===== src/rtl/flash_cmd_pkg.sv =====
package flash_cmd_pkg;

  // Sequence position of the decoder
  typedef enum logic [3:0] {
    ST_READ,    // idle, array read
    ST_UNL1,    // first unlock seen
    ST_UNL2,    // full unlock seen
    ST_PGM,     // waiting program address/data
    ST_SETUP,   // erase setup seen
    ST_ERA1,    // first unlock after setup
    ST_ERA2,    // second unlock after setup
    ST_BYP,     // bypass idle
    ST_BPGM,    // bypass program, waiting address/data
    ST_BEXIT    // bypass exit, waiting 00h
  } seq_state_t;

  // Indices into the command hit vector
  localparam int K_UNL1  = 0;
  localparam int K_UNL2  = 1;
  localparam int K_PGM   = 2;
  localparam int K_SETUP = 3;
  localparam int K_BYP   = 4;
  localparam int K_CHIP  = 5;
  localparam int K_SECT  = 6;
  localparam int K_BEXIT = 7;
  localparam int K_ZERO  = 8;
  localparam int NUM_CODES = 9;

  localparam int CMD_W = 8;

  function automatic logic [CMD_W-1:0] cmd_code(input int idx);
    case (idx)
      K_UNL1:  return 8'hAA;
      K_UNL2:  return 8'h55;
      K_PGM:   return 8'hA0;
      K_SETUP: return 8'h80;
      K_BYP:   return 8'h20;
      K_CHIP:  return 8'h10;
      K_SECT:  return 8'h30;
      K_BEXIT: return 8'h90;
      K_ZERO:  return 8'h00;
      default: return 8'hFF;
    endcase
  endfunction

  function automatic logic is_bypass(input seq_state_t s);
    return (s == ST_BYP) || (s == ST_BPGM) || (s == ST_BEXIT);
  endfunction

endpackage


===== src/rtl/flash_cmd_match.sv =====
module flash_cmd_match
  import flash_cmd_pkg::*;
#(
  parameter int UNLOCK_AW = 11,
  parameter logic [UNLOCK_AW-1:0] UNL_ADDR1 = 'h555,
  parameter logic [UNLOCK_AW-1:0] UNL_ADDR2 = 'h2AA
) (
  input  logic [CMD_W-1:0]     cmd_byte,
  input  logic [UNLOCK_AW-1:0] unl_addr,
  output logic [NUM_CODES-1:0] hit
);

  logic [NUM_CODES-1:0] data_hit;
  logic                 addr1_ok;
  logic                 addr2_ok;

  // One comparator per known command code
  for (genvar g = 0; g < NUM_CODES; g++) begin : g_code
    assign data_hit[g] = (cmd_byte == cmd_code(g));
  end

  assign addr1_ok = (unl_addr == UNL_ADDR1);
  assign addr2_ok = (unl_addr == UNL_ADDR2);

  always_comb begin
    hit         = data_hit;
    hit[K_UNL1] = data_hit[K_UNL1] & addr1_ok;
    hit[K_UNL2] = data_hit[K_UNL2] & addr2_ok;
  end

endmodule


===== src/rtl/flash_seq_fsm.sv =====
module flash_seq_fsm
  import flash_cmd_pkg::*;
(
  input  logic                 clk,
  input  logic                 clr,
  input  logic                 wr_en,
  input  logic                 busy,
  input  logic [NUM_CODES-1:0] hit,
  output seq_state_t           state_d,
  output logic                 do_prog,
  output logic                 do_chip,
  output logic                 do_sect
);

  seq_state_t state_q;
  logic       accept;

  assign accept = wr_en & ~busy;

  always_comb begin
    state_d = state_q;
    do_prog = 1'b0;
    do_chip = 1'b0;
    do_sect = 1'b0;
    if (clr) begin
      state_d = ST_READ;
    end else if (accept) begin
      unique case (state_q)
        ST_READ:  state_d = hit[K_UNL1] ? ST_UNL1 : ST_READ;
        ST_UNL1:  state_d = hit[K_UNL2] ? ST_UNL2 : ST_READ;
        ST_UNL2: begin
          if (hit[K_PGM])        state_d = ST_PGM;
          else if (hit[K_SETUP]) state_d = ST_SETUP;
          else if (hit[K_BYP])   state_d = ST_BYP;
          else                   state_d = ST_READ;
        end
        ST_PGM: begin
          do_prog = 1'b1;
          state_d = ST_READ;
        end
        ST_SETUP: state_d = hit[K_UNL1] ? ST_ERA1 : ST_READ;
        ST_ERA1:  state_d = hit[K_UNL2] ? ST_ERA2 : ST_READ;
        ST_ERA2: begin
          do_chip = hit[K_CHIP];
          do_sect = hit[K_SECT];
          state_d = ST_READ;
        end
        ST_BYP: begin
          if (hit[K_PGM])        state_d = ST_BPGM;
          else if (hit[K_BEXIT]) state_d = ST_BEXIT;
          else                   state_d = ST_BYP;
        end
        ST_BPGM: begin
          do_prog = 1'b1;
          state_d = ST_BYP;
        end
        ST_BEXIT: state_d = hit[K_ZERO] ? ST_READ : ST_BYP;
        default:  state_d = ST_READ;
      endcase
    end
  end

  always_ff @(posedge clk) begin
    state_q <= state_d;
  end

endmodule


===== src/rtl/flash_act_reg.sv =====
module flash_act_reg
  import flash_cmd_pkg::*;
#(
  parameter int ADDR_W = 19,
  parameter int DATA_W = 8
) (
  input  logic              clk,
  input  logic              clr,
  input  seq_state_t        state_d,
  input  logic              do_prog,
  input  logic              do_chip,
  input  logic              do_sect,
  input  logic [ADDR_W-1:0] wr_addr,
  input  logic [DATA_W-1:0] wr_data,
  output logic              prog_pulse,
  output logic [ADDR_W-1:0] prog_addr,
  output logic [DATA_W-1:0] prog_data,
  output logic              chip_erase_pulse,
  output logic              sect_erase_pulse,
  output logic [ADDR_W-1:0] sect_addr,
  output logic              in_array_read,
  output logic              in_bypass
);

  always_ff @(posedge clk) begin
    if (clr) begin
      prog_pulse       <= 1'b0;
      chip_erase_pulse <= 1'b0;
      sect_erase_pulse <= 1'b0;
      in_array_read    <= 1'b1;
      in_bypass        <= 1'b0;
    end else begin
      prog_pulse       <= do_prog;
      chip_erase_pulse <= do_chip;
      sect_erase_pulse <= do_sect;
      in_array_read    <= (state_d == ST_READ);
      in_bypass        <= is_bypass(state_d);
    end
  end

  // Payload registers load only with their pulse
  always_ff @(posedge clk) begin
    if (clr) begin
      prog_addr <= '0;
      prog_data <= '0;
      sect_addr <= '0;
    end else begin
      if (do_prog) begin
        prog_addr <= wr_addr;
        prog_data <= wr_data;
      end
      if (do_sect) begin
        sect_addr <= wr_addr;
      end
    end
  end

endmodule


===== src/rtl/flash_cmd_decoder.sv =====
module flash_cmd_decoder
  import flash_cmd_pkg::*;
#(
  parameter int ADDR_W    = 19,
  parameter int DATA_W    = 8,
  parameter int UNLOCK_AW = 11
) (
  input  logic              clk,
  input  logic              rst,
  input  logic              bus_reset,
  input  logic              wr_en,
  input  logic [ADDR_W-1:0] wr_addr,
  input  logic [DATA_W-1:0] wr_data,
  input  logic              busy,
  output logic              prog_pulse,
  output logic [ADDR_W-1:0] prog_addr,
  output logic [DATA_W-1:0] prog_data,
  output logic              chip_erase_pulse,
  output logic              sect_erase_pulse,
  output logic [ADDR_W-1:0] sect_addr,
  output logic              in_array_read,
  output logic              in_bypass
);

  logic [NUM_CODES-1:0] hit;
  seq_state_t           state_d;
  logic                 do_prog;
  logic                 do_chip;
  logic                 do_sect;
  logic                 clr;

  assign clr = rst | bus_reset;

  flash_cmd_match #(
    .UNLOCK_AW (UNLOCK_AW)
  ) i_match (
    .cmd_byte (wr_data[CMD_W-1:0]),
    .unl_addr (wr_addr[UNLOCK_AW-1:0]),
    .hit      (hit)
  );

  flash_seq_fsm i_fsm (
    .clk     (clk),
    .clr     (clr),
    .wr_en   (wr_en),
    .busy    (busy),
    .hit     (hit),
    .state_d (state_d),
    .do_prog (do_prog),
    .do_chip (do_chip),
    .do_sect (do_sect)
  );

  flash_act_reg #(
    .ADDR_W (ADDR_W),
    .DATA_W (DATA_W)
  ) i_act (
    .clk              (clk),
    .clr              (clr),
    .state_d          (state_d),
    .do_prog          (do_prog),
    .do_chip          (do_chip),
    .do_sect          (do_sect),
    .wr_addr          (wr_addr),
    .wr_data          (wr_data),
    .prog_pulse       (prog_pulse),
    .prog_addr        (prog_addr),
    .prog_data        (prog_data),
    .chip_erase_pulse (chip_erase_pulse),
    .sect_erase_pulse (sect_erase_pulse),
    .sect_addr        (sect_addr),
    .in_array_read    (in_array_read),
    .in_bypass        (in_bypass)
  );

endmodule


===== config.mk =====
export PLATFORM = sky130hd
export DESIGN_NAME = flash_cmd_decoder
export DESIGN_NICKNAME = d
export VERILOG_FILES = /design/src/rtl/flash_cmd_pkg.sv /design/src/rtl/flash_cmd_match.sv /design/src/rtl/flash_seq_fsm.sv /design/src/rtl/flash_act_reg.sv /design/src/rtl/flash_cmd_decoder.sv
export SDC_FILE = /design/constraint.sdc
export NUM_CORES = 1
export LEC_CHECK = 0
export BUFFER_PORTS_ARGS = -buffer_cell sky130_fd_sc_hd__buf_4
export CELL_PAD_IN_SITES_DETAIL_PLACEMENT = 1
export CELL_PAD_IN_SITES_GLOBAL_PLACEMENT = 2
export CORE_MARGIN = 5
export CORE_UTILIZATION = 32
export CTS_CLUSTER_DIAMETER = 150
export CTS_CLUSTER_SIZE = 28
export DETAILED_ROUTE_END_ITERATION = 6
export PLACE_DENSITY = 0.85
export SETUP_SLACK_MARGIN = 0.4
export SYNTH_ARGS = -nofsm -noshare
export SYNTH_HDL_FRONTEND = slang
export SYNTH_HIERARCHICAL = 1
export SYNTH_SLANG_ARGS = --single-unit

===== constraint.sdc =====
create_clock -name clk -period 3.74 [get_ports clk]
set_input_delay 0.374 -clock clk [delete_from_list [all_inputs] [get_ports clk]]
set_output_delay 0.374 -clock clk [all_outputs]
set_load 0.05 [all_outputs]

Word level (Yosys, flattened, before mapping). Index checks and enable logic that the tools add are counted.

Bits in registers: 55. Bits of input ports: 32. Output and inout bits: 51. Logic and storage cells: 64.

Mux-type cells: 19. Reductions and logical operators: 7. Bitwise gates (word level): 7. Equal/unequal tests: 22.

Operator list (number): equality test 8 bit, second input constant (4); case mux 4 bit (8 select lines) (1); 2-to-1 mux 4 bit (6); equality test 4 x 3 -> 1 bit, second input constant (5); equality test 4 bit, second input constant (4); equality test 8 x 6 -> 1 bit, second input constant (2); 2-to-1 mux 3 bit (4); equality test 11 x 10 -> 1 bit, second input constant (1); equality test 11 bit, second input constant (1); equality test 4 x 2 -> 1 bit, second input constant (2); equality test 8 x 5 -> 1 bit, second input constant (1); equality test 8 x 7 -> 1 bit, second input constant (1); zero test 4 bit (2); zero test 8 bit (1); 2-to-1 mux 1 bit (7); equality test 4 x 1 -> 1 bit, second input constant (1); AND 1 bit (3); inverter 1 bit (3); OR reduction 3 bit (1); logical OR 1 bit (2); 2-to-1 mux 2 bit (1); OR reduction 2 bit (1); bitwise OR 1 bit (1).

Logic depth before layout (Yosys ltp). Gate-level depths: netlist of run 1.

Depth in word-level cells: 10. Mapped depth: 9. Depth with buffers taken out: 9.

Modules after synthesis. The synthesis of run 1 kept the hierarchy.

By module, submodules not included: flash_act_reg (sequential area each 1021.0 um^2, cells an instance 162, instances 1, area an instance 1801.7 um^2); flash_seq_fsm (sequential area each 80.1 um^2, cells an instance 59, instances 1, area an instance 490.5 um^2); flash_cmd_match (sequential area each 0.0 um^2, cells an instance 26, instances 1, area an instance 170.2 um^2); flash_cmd_decoder (sequential area each 0.0 um^2, cells an instance 1, instances 1, area an instance 6.3 um^2).

Least setup slack after synthesis of run 1. No wires, ideal clock.

Path type: input port to flip-flop. From: in wr_data[0]. To: reg i_act.in_bypass. Setup time: 0.070 ns. Required time: 3.670 ns. Stages on the path: 9. Arrival: 2.101 ns. Buffers on the path: 0. Setup slack: 1.569 ns. Path through: nor3_1 nand3_1 nor4_2 or3b_2 a21oi_1 a311oi_1 o21ai_0 nand4b_1 a21oi_1.

Elaborated cells between the ends (all ways): 27. Classes of those cells: eq/ne (9); mux (13); bitwise (2); reduce/logical (3).

RTL lines: start, declared (line flash_cmd_decoder.sv:13) `input logic [DATA_W-1:0] wr_data,`; equality test 8 bit (*) (line flash_cmd_match.sv:19) `assign data_hit[g] = (cmd_byte == cmd_code(g));`; AND 1 bit (*) (line flash_cmd_match.sv:27) `hit[K_UNL1] = data_hit[K_UNL1] & addr1_ok;`; net hit[0] (line flash_cmd_decoder.sv:25) `logic [NUM_CODES-1:0] hit;`; 2-to-1 mux 3 bit / 2-to-1 mux 1 bit (equally long branches) (line flash_seq_fsm.sv:41, flash_seq_fsm.sv:29); case mux 4 bit (8 select lines) (*) (line flash_seq_fsm.sv:28) `unique case (state_q)`; 2-to-1 mux 4 bit (*) (line flash_seq_fsm.sv:27) `end else if (accept) begin`; 2-to-1 mux 4 bit (*) (line flash_seq_fsm.sv:25) `if (clr) begin`; net state_d[0] (line flash_cmd_decoder.sv:26) `seq_state_t state_d;`; equality test 4 x 3 -> 1 bit / equality test 4 bit (equally long branches) (line flash_cmd_pkg.sv:47) `return (s == ST_BYP) || (s == ST_BPGM) || (s == ST_BEXIT);`; logical OR 1 bit (line flash_cmd_pkg.sv:47); logical OR 1 bit (*) (line flash_cmd_pkg.sv:47); end signal, assigned (line flash_act_reg.sv:37) `in_bypass <= is_bypass(state_d);`; end, declared (line flash_act_reg.sv:22) `output logic in_bypass`.

The timed path passes the listed nets; every way through them passes the cells marked *. A chain may end at the register's enable or synchronous reset.

Final worst setup path of run 1. Same ends and word-level chain as after synthesis.

==> reports/qor.yml, run 1 <==
run_status:
  status: "complete, no violations"
sta:
  whs_ns: 0.293
  maxSlewViolCount: 0
  clock-skew-final_ns: 0.00970
  post-route-period-util: 0.624
  fmax_mhz: 428
  hold_viol: 0
  rsz0062_at_grt: "no"
  maxSlewHeadroom: 0.269
  setup_viol: 0
  tns_ns: 0
  worst_pin_slew_ns: 1.10
  post-route-min-period_ns: 2.33
global_routing:
  grt_start_max_net_pins: 58
  grt.overflow.total: 0
  grtUsageTotal: 0.143
  grt_pass1_vias: 2184
  grt_antenna_before_repair: 0
  grt_pass1_wl_mm: 11.2
die:
  dieHeight_um: 97.8
  die_w_um: 97.8
  die-area_mm2: 0.00957
  start_util: 0.325
  num_io_pins: 83
  rows: 32
  coreArea_mm2: 0.00761
placement:
  dpl.hpwl_mm: 4.97
  gp_congestion: 0.830
  portBuffers: 82
  place_inst: 420
route:
  routed-wl-met3_um: 245
  drt-met1-wl_mm: 3.29
  totalWireLength_mm: 6.81
  avgRoutedWirePerCell_um: 15.9
  dr.pass1.iters: 4
  ant_nets: 0
  topRoutingLayerUsed: "met4"
  wl_met2_mm: 3.15
  drtIter0Drc: 47
  viasPerCell: 4.78
  drc: 0
  routed-via-count: 2046
worst_setup_path:
  critPathCaptureType: "flop"
  crit_chain: "buf_4 -> nor3_1 -> nand3_1 -> nor4_2 -> or3b_2 -> a21oi_1 -> a311oi_1 -> o21ai_0 -> nand4b_1 -> a21oi_1"
  path_buf_inv: 1
  worst_ep_arrival_time_ns: 2.58
  cp_top_family: "simple AND/OR/NAND/NOR gates"
  critPathSlowestCell: "or3b_2"
  crit_top_cell: "a21oi_1"
  rr_startpoint: "i_fsm/state_q[2]"
  cp_data_required_time_ns: 3.98
  start_kind: "primary input"
  worstSetupPathType: "in2reg"
  cp-startpoint: "wr_data[0]"
  critPathMaxStageDelay_ns: 0.47
  path_max_fanout: 3
final_layout:
  fillerInstances: 922
  antenna_cells: 0
  final_nets: 357
  utilization: 0.420
  stdcell_count: 428
  drive_gt1_frac: 0.328
  area_growth_pct: 29.4
min_path:
  min_path_type: "in2reg"
  hold_start: "wr_addr[18]"
clock_network:
  cts-root-buf: "clkbuf_8"
  postCtsHoldBufs: 0
  clock_latency_ns: 0.32
  cts_max_level: 2
  post_cts_buffers: 0
  cts_buffers: 5
  max-clock-path-buffers: 2
  postCtsResizedCells: 0
  path_clk_slew_ns: 0.11
  cts_sinks: 55
  cts_tree: "done"
synthesis:
  synth_ff_type: "dfxtp_1"
  synth_top_area_frac: 0.446
  synth_edf_count: 0
  netlist_top_cells_count: "nor2_1, dfxtp_1, mux2i_1, a21oi_1"
  yosys-top-cells-area: "dfxtp_1, mux2i_1, nor2_1"
  ys_seq_area_frac: 0.446
  ys_async_sr_fraction: 0
  mappedNetlistArea_mm2: 0.00247
  synth_cells: 248
  synth_top_area_cell: "dfxtp_1"
  synth_seq_cells: 55
  synth_cell_types: 50
  yosys_warnings: 6
  syn_nets: 280
  yosysMostFrequentCell: "nor2_1"
  syn_area_per_cell_um2: 9.95
power_and_ir_drop:
  ir_drop_uv: 151
  leakage_nw: 1.20
  powerDensity_mw_per_mm2: 315
  switchingPower_mw: 0.252
  switching_share: 0.251
  pwr-share-comb: 0.063
  p_clk_frac: 0.356
  intPower_mw: 0.755
  p_seq_frac: 0.581
  power_mw: 1.01
run:
  drv_cap: 0
-- state kept, by name (all words and copies together), names as in the netlist --
register / count
i_fsm/state_q: 4
i_act/in_array_read: 1
i_act/sect_addr: 19
i_act/chip_erase_pulse: 1
i_act/prog_addr: 19
i_act/in_bypass: 1
i_act/sect_erase_pulse: 1
i_act/prog_pulse: 1
i_act/prog_data: 8
-- placed cells by master (no fill, tap or decap), types with 3 or more instances in the layout --
| cell type | Yosys | routed |
|---|---|---|
| a211oi_1 | 3 | 3 |
| a21oi_1 | 7 | 7 |
| buf_4 | 2 | 85 |
| clkbuf_8 | 2 | 5 |
| dfxtp_1 | 55 | 55 |
| inv_1 | 3 | 3 |
| mux2i_1 | 46 | 46 |
| nand2_1 | 5 | 5 |
| nand2b_1 | 3 | 3 |
| nand3b_1 | 3 | 3 |
| nand4b_1 | 4 | 4 |
| nor2_1 | 58 | 58 |
| nor2b_1 | 3 | 3 |
| nor3_1 | 5 | 5 |
-- through the flow --
stage	cell area [µm²]	worst slack (ns)
detailed placement	3100	1.08
global placement	3100	1.11
global route	3190	1.24
floorplan	2470	1.57
finish	3190	1.41
CTS	3190	1.40
-- routing by layer --
metal | vias up | track usage
met1 | 984 | 0.190
met5 | - | 0
li1 | 1012 | -
met3 | 8 | 0.0293
met4 | 0 | 0.0479
met2 | 42 | 0.231
-- final cells by class --
class	count	area [µm²]	area share
sequential	55	1100	0.345
inverter	3	11.3	0.00353
tap	102	128	0.0400
timing repair buffer	85	638	0.200
clock buffer	5	68.8	0.0215
multi-input combinational	175	1220	0.382
clock inverter	3	28.8	0.00901
-- power by group through the flow --
| stage | sequential, mW | combinational (mW) | clock, mW |
|---|---|---|---|
| final | 0.585 | 0.0630 | 0.359 |
| after CTS | 0.585 | 0.0642 | 0.370 |
| after floorplan | 0.599 | 0.0222 | 0 |
| after global routing | 0.586 | 0.0691 | 0.389 |
| after detailed placement | 0.599 | 0.0639 | 0 |
| after global placement | 0.599 | 0.0635 | 0 |
-- cell families after synthesis --
logic type | after synthesis | share of synthesized area
buffers and inverters | 18 | 0.0628
multiplexers | 48 | 0.196
AND/OR/NAND/NOR | 105 | 0.231
flip-flops | 55 | 0.446
AO/OA/AOI/OAI | 22 | 0.0644
-- worst reg2reg max path, delay by kind of cell (launching register included) --
kind             cells  cell delay, ns
AND/OR/NAND/NOR      1            0.18
flip-flops           1            0.71
multiplexers         1            0.40
AO/OA/AOI/OAI        3            0.68
-- worst paths after layout --
path	end	slack [ns]	cells after the start
max	i_act/in_bypass	1.41	10
min	i_act/prog_addr[18]	0.29	3
max reg2reg	i_act/in_bypass	1.61	5
min reg2reg	i_act/prog_data[5]	0.50	2
No activity file was read; power rests on OpenSTA's default activity.
==> run 2: changes to the inputs <==
CORE_UTILIZATION = 30   (was 32)
PLACE_DENSITY = 0.81   (was 0.85)
clock period = 2.2 ns   (was 3.74 ns; I/O delays follow)
==> run 2 against run 1 <==
Count of clock-buffer cells in the layout did not move. Non-clock buffer count is 18 higher. Die area grew 6.0%. Combinational power grew 120%. Via count up 6.0%. Clock power grew 68%. Core utilization up 0.88 points. Sequential power up 70%. Worst setup slack got worse by 1.1 ns. Largest cell class unchanged.
==> reports/qor.yml, run 2 (same netlist as run 1, synthesis figures left out) <==
clock_network:
  cts_sinks: 55
  max-clock-path-buffers: 2
  cts_tree: "done"
  clock_latency_ns: 0.31
  cts_buffers: 5
  postCtsHoldBufs: 0
  cts_max_level: 2
  path_clk_slew_ns: 0.10
  cts-root-buf: "clkbuf_8"
run:
  drv_cap: 0
route:
  viasPerCell: 4.83
  avgRoutedWirePerCell_um: 16.2
  routed-via-count: 2168
  totalWireLength_mm: 7.26
  drtIter0Drc: 52
  dr.pass1.iters: 4
  ant_nets: 0
  drc: 0
final_layout:
  mostFrequentLayoutCells: "buf_4, nor2_1, dfxtp_1, mux2i_1, a21oi_1"
  drive_gt1_frac: 0.419
  area_growth_pct: 41.3
  antenna_cells: 0
  final_nets: 375
  stdcell_count: 449
  largestRegisters: "i_act/prog_addr x19, i_act/sect_addr x19, i_act/prog_data x8"
  layout_commonest_cell: "buf_4"
worst_setup_path:
  path_max_fanout: 4
  start_kind: "primary input"
  critPathCaptureType: "flop"
  regToRegSetupSlack_ns: 0.39
  worstSetupPathType: "in2reg"
  cp_data_required_time_ns: 2.44
  worst_ep_arrival_time_ns: 2.13
sta:
  worst_pin_slew_ns: 0.439
  setup_viol: 0
  whs_ns: 0.151
  hold_viol: 0
  tns_ns: 0
  finalWorstSetupSlack_ns: 0.309
  post-route-period-util: 0.860
  maxSlewHeadroom: 0.707
  fmax_mhz: 529
  maxSlewViolCount: 0
  clock-skew-final_ns: 0.0120
  post-route-min-period_ns: 1.89
  rsz0062_at_grt: "yes"
die:
  die-area_mm2: 0.0101
  coreArea_mm2: 0.00813
  dieHeight_um: 101
  num_io_pins: 83
  rows: 33
  start_util: 0.303
  die_w_um: 101
global_routing:
  grt_antenna_before_repair: 0
  grt.busiest_layer: "met2"
  grt_pass1_wl_mm: 11.7
  grt_pass1_vias: 2313
  grt_util_met2: 0.261
  grtUsageMet3: 0.0346
  grt.overflow.total: 0
  grt_start_max_net_pins: 41
  grtUsageTotal: 0.146
  use_met1: 0.174
placement:
  dpl.hpwl_mm: 5.43
  gp_congestion: 0.813
  place_inst: 440
  portBuffers: 82
  dp_slack_ns: -0.0927
power_and_ir_drop:
  leakage_nw: 1.34
  powerDensity_mw_per_mm2: 498
  ir_drop_uv: 271
run_status:
  status: "complete, no violations"
min_path:
  min_path_type: "in2reg"
run 2: cell types whose count changed in the layout (fill, tap and decap cells not counted), sizes merged:
cell,previous run,this run
buf,85,103
clkinv,2,0
clkinvlp,0,1
inv,4,5
run 2: metal layers:
layer,vias to the layer above,part of all wire
met2,38,0.52
met4,0,0.0080
met3,4,0.042
met1,1076,0.43
li1,1050,-
met5,-,0
run 2: final timing paths:
kind,from,depth (start not counted),endpoint
worst min-delay path,wr_addr[15],3,i_act/sect_addr[15]
worst min register to register,i_act/sect_addr[12],2,i_act/sect_addr[12]
worst max register to register,i_fsm/state_q[0],6,i_act/in_bypass
worst max-delay path,wr_data[4],10,i_act/in_bypass
run 2: area by class of cell:
cell class / instances / area, µm²
fill: 923 / 4650
multi-input combinational: 175 / 1340
sequential: 55 / 1110
timing repair buffer: 103 / 798
tap: 105 / 131
clock buffer: 5 / 68.8
clock inverter: 3 / 27.5
inverter: 3 / 11.3
run 2: power by group:
| part | leakage, nW | switching, mW | total (mW) | internal [mW] |
|---|---|---|---|---|
| Clock | 0.0467 | 0.367 | 0.604 | 0.237 |
| Sequential | 0.445 | 0.0000000327 | 0.995 | 0.995 |
| Combinational | 0.852 | 0.0690 | 0.137 | 0.0682 |
run 2: worst max-delay path: stages:
cell      delay [ns]
buf_4           0.12
nand2b_4        0.14
or3_4           0.34
nor4_4          0.23
or3b_4          0.42
a21oi_4         0.14
a311oi_2        0.06
o21ai_2         0.19
nand4b_1        0.12
a21oi_1         0.13
run 2: what timing repair did:
action	CTS	global route
resized for setup	13	9
setup buffers	0	1
endpoints found under the hold margin	0	0
pin swaps	8	11
setup endpoints to repair	48	32
run 2: through the flow:
step | util | cell area [µm²] | power, mW
2_1_floorplan | - | 2490 | 1.06
3_3_place_gp | 0.402 | 3270 | 1.14
3_5_place_dp | 0.402 | 3270 | 1.15
4_1_cts | 0.421 | 3430 | 1.76
5_1_grt | 0.429 | 3490 | 1.82
6_report | 0.429 | 3490 | 1.74
==> run 3: changes to the inputs <==
ABC_AREA = 1   (was not set)
CORE_UTILIZATION = 28   (was 30)
==> run 3 against run 2 <==
Clock power up 18%. Sequential share of layout area increased by 0.72 points. Count of clock-buffer cells in the layout increased by 1. Critical endpoint is now i_act/sect_addr[16]. Synthesized cell count increased by 39%. Final cell count rose by 20%. Via count up 12%. Register-to-register slack improved by 0.13 ns. Final area is 2.7% lower. Largest power group unchanged. Critical path type is now reg2reg. Die area grew 12%. Clock skew is 0.0063 ns lower. Hold slack worse by 0.015 ns.
==> reports/qor.yml, run 3 <==
route:
  drc: 0
  ant_nets: 0
  viasPerCell: 4.52
  routed-via-count: 2426
  avgRoutedWirePerCell_um: 14.2
  totalWireLength_mm: 7.64
  dr.pass1.iters: 4
  drtIter0Drc: 83
die:
  die_w_um: 106
  rows: 35
  start_util: 0.284
  dieHeight_um: 106
  die-area_mm2: 0.0113
  coreArea_mm2: 0.00915
  num_io_pins: 83
sta:
  setup_viol: 0
  post-route-min-period_ns: 1.68
  clock-skew-final_ns: 0.00564
  tns_ns: 0
  maxSlewViolCount: 0
  rsz0062_at_grt: "yes"
  maxSlewHeadroom: 0.751
  post-route-period-util: 0.762
  worst_pin_slew_ns: 0.373
  fmax_mhz: 597
  hold_viol: 0
synthesis:
  yosysMostFrequentCell: "nor2_1"
  synthSimpleGateAreaFrac: 0.334
  yosys-top-cells-area: "dfxtp_1, nor2_1, nand2_1"
  synth_edf_count: 0
  synth_seq_cells: 55
  synth_top_family_by_area: "simple AND/OR/NAND/NOR gates"
  yosys_warnings: 6
  synth_top_area_cell: "dfxtp_1"
  synth.area.mux_share: 0
  ys_async_sr_fraction: 0
  synth_cells: 344
  synth_compound_area_frac: 0.138
  mappedNetlistArea_mm2: 0.00260
  synth_top_area_frac: 0.423
  ys_seq_area_frac: 0.423
  synth_cell_types: 25
  syn_area_per_cell_um2: 7.57
  synthXorXnorAreaFrac: 0
  synth_ff_type: "dfxtp_1"
  syn_nets: 376
  synth_fa_ha_area_frac: 0
  netlist_top_cells_count: "nor2_1, dfxtp_1, nand2_1, o21ai_0, inv_1"
worst_setup_path:
  critPathCaptureType: "flop"
  worstSetupPathType: "reg2reg"
  r2r.worst_path.cells: 6
  worst_ep_arrival_time_ns: 1.89
  path_max_fanout: 20
  rr_startpoint: "i_fsm/state_q[3]"
  regToRegSetupSlack_ns: 0.52
  start_kind: "flop"
  cp_data_required_time_ns: 2.42
  reg2reg_to: "i_act/sect_addr[16]"
final_layout:
  final_nets: 457
  utilization: 0.371
  antenna_cells: 0
  mostFrequentLayoutCells: "nor2_1, buf_4, dfxtp_1, nand2_1, o21ai_0"
  largestRegisters: "i_act/prog_addr x19, i_act/sect_addr x19, i_act/prog_data x8"
  area_growth_pct: 30.4
  layout_commonest_cell: "nor2_1"
  drive_gt1_frac: 0.366
  fillerInstances: 1133
  fin_area_mm2: 0.00339
min_path:
  min_to: "i_act/prog_addr[15]"
  min_path_type: "in2reg"
  hold_path_depth: 3
  hold_start: "wr_addr[15]"
clock_network:
  cts_max_level: 2
  cts_tree: "done"
  cts_buffers: 5
  cts-root-buf: "clkbuf_8"
  cts_sinks: 55
  path_clk_slew_ns: 0.11
  post_cts_buffers: 0
  postCtsHoldBufs: 0
  max-clock-path-buffers: 2
  clock_latency_ns: 0.31
global_routing:
  grt_start_max_net_pins: 29
  grt_pass1_vias: 2528
  grt.overflow.total: 0
  grt_antenna_before_repair: 0
  grtUsageTotal: 0.140
  grt_pass1_wl_mm: 12.8
run_status:
  status: "complete, no violations"
placement:
  place_area_mm2: 0.00327
  dpl.hpwl_mm: 5.88
  gp_congestion: 0.780
  portBuffers: 82
power_and_ir_drop:
  ir_drop_uv: 312
  powerDensity_mw_per_mm2: 542
  leakage_nw: 1.59
run:
  drv_cap: 0
[run 3: cell types whose count changed after synthesis, sizes merged, moves of 4 or more]
cell / before / now
clkbuf: 4 / 0
inv: 3 / 29
mux2i: 46 / 0
nand2: 5 / 47
nand2b: 4 / 0
nand3: 2 / 8
nand4b: 4 / 0
nor2: 59 / 122
o21ai: 2 / 50
[run 3: cell families after synthesis]
logic type / Yosys count
compound gates: 56
flops: 55
simple gates: 190
buf+inv: 43
[run 3: layout make-up]
type	instances	area [µm²]	share of cell area
timing repair buffer	88	677	0.199
inverter	29	114	0.0335
sequential	55	1100	0.324
multi-input combinational	246	1250	0.367
tap	111	139	0.0409
clock inverter	2	35.0	0.0103
clock buffer	6	82.6	0.0243
[run 3: repair_timing]
action | CTS | global route
hold endpoints to repair | 0 | 0
resized for setup | 0 | 3
endpoints found under the setup margin | 0 | 9
[run 3: stage by stage]
| step | worst slack (ns) | hold slack [ns] | power (mW) | instances |
|---|---|---|---|---|
| 3_3_place_gp | 0.382 | 0.459 | 1.15 | 529 |
| 3_5_place_dp | 0.349 | 0.461 | 1.15 | 529 |
| 4_1_cts | 0.487 | 0.131 | 1.87 | 537 |
| 5_1_grt | 0.338 | 0.128 | 1.92 | 537 |
| 2_1_floorplan | 0.531 | 0.355 | 1.08 | 344 |
| 6_report | 0.524 | 0.136 | 1.84 | 537 |
[run 3: worst max-delay path by stage]
stage / start / to / slack [ns]
3_3_place_gp: wr_data[6] / i_act/in_bypass / 0.38
2_1_floorplan: rst / i_act/sect_addr[10] / 0.53
5_1_grt: i_fsm/state_q[3] / i_act/sect_addr[10] / 0.34
4_1_cts: i_fsm/state_q[3] / i_act/sect_addr[7] / 0.49
3_5_place_dp: wr_data[1] / i_act/in_bypass / 0.35
6_report: i_fsm/state_q[3] / i_act/sect_addr[16] / 0.52
[run 3: worst max-delay path, stage by stage (launching register included)]
cell     delay, ns
dfxtp_1       0.37
inv_1         0.16
nand2_1       0.14
nor4b_2       0.42
inv_2         0.25
nor2_1        0.19
nor2_2        0.05
[run 3: power by group]
group          leakage [nW]  switching (mW)  internal [mW]
clock network        0.0612           0.343          0.369
registers             0.443    0.0000000123          0.995
logic                  1.08          0.0742         0.0575
total                  1.59           0.418           1.42
[run 3: layer usage]
layer / GRT usage / vias up / wire (µm)
met5: 0 / - / 0
met4: 0.0329 / 0 / 78
met3: 0.0425 / 5 / 466
met2: 0.235 / 52 / 3680
met1: 0.175 / 1130 / 3420
li1: - / 1239 / -
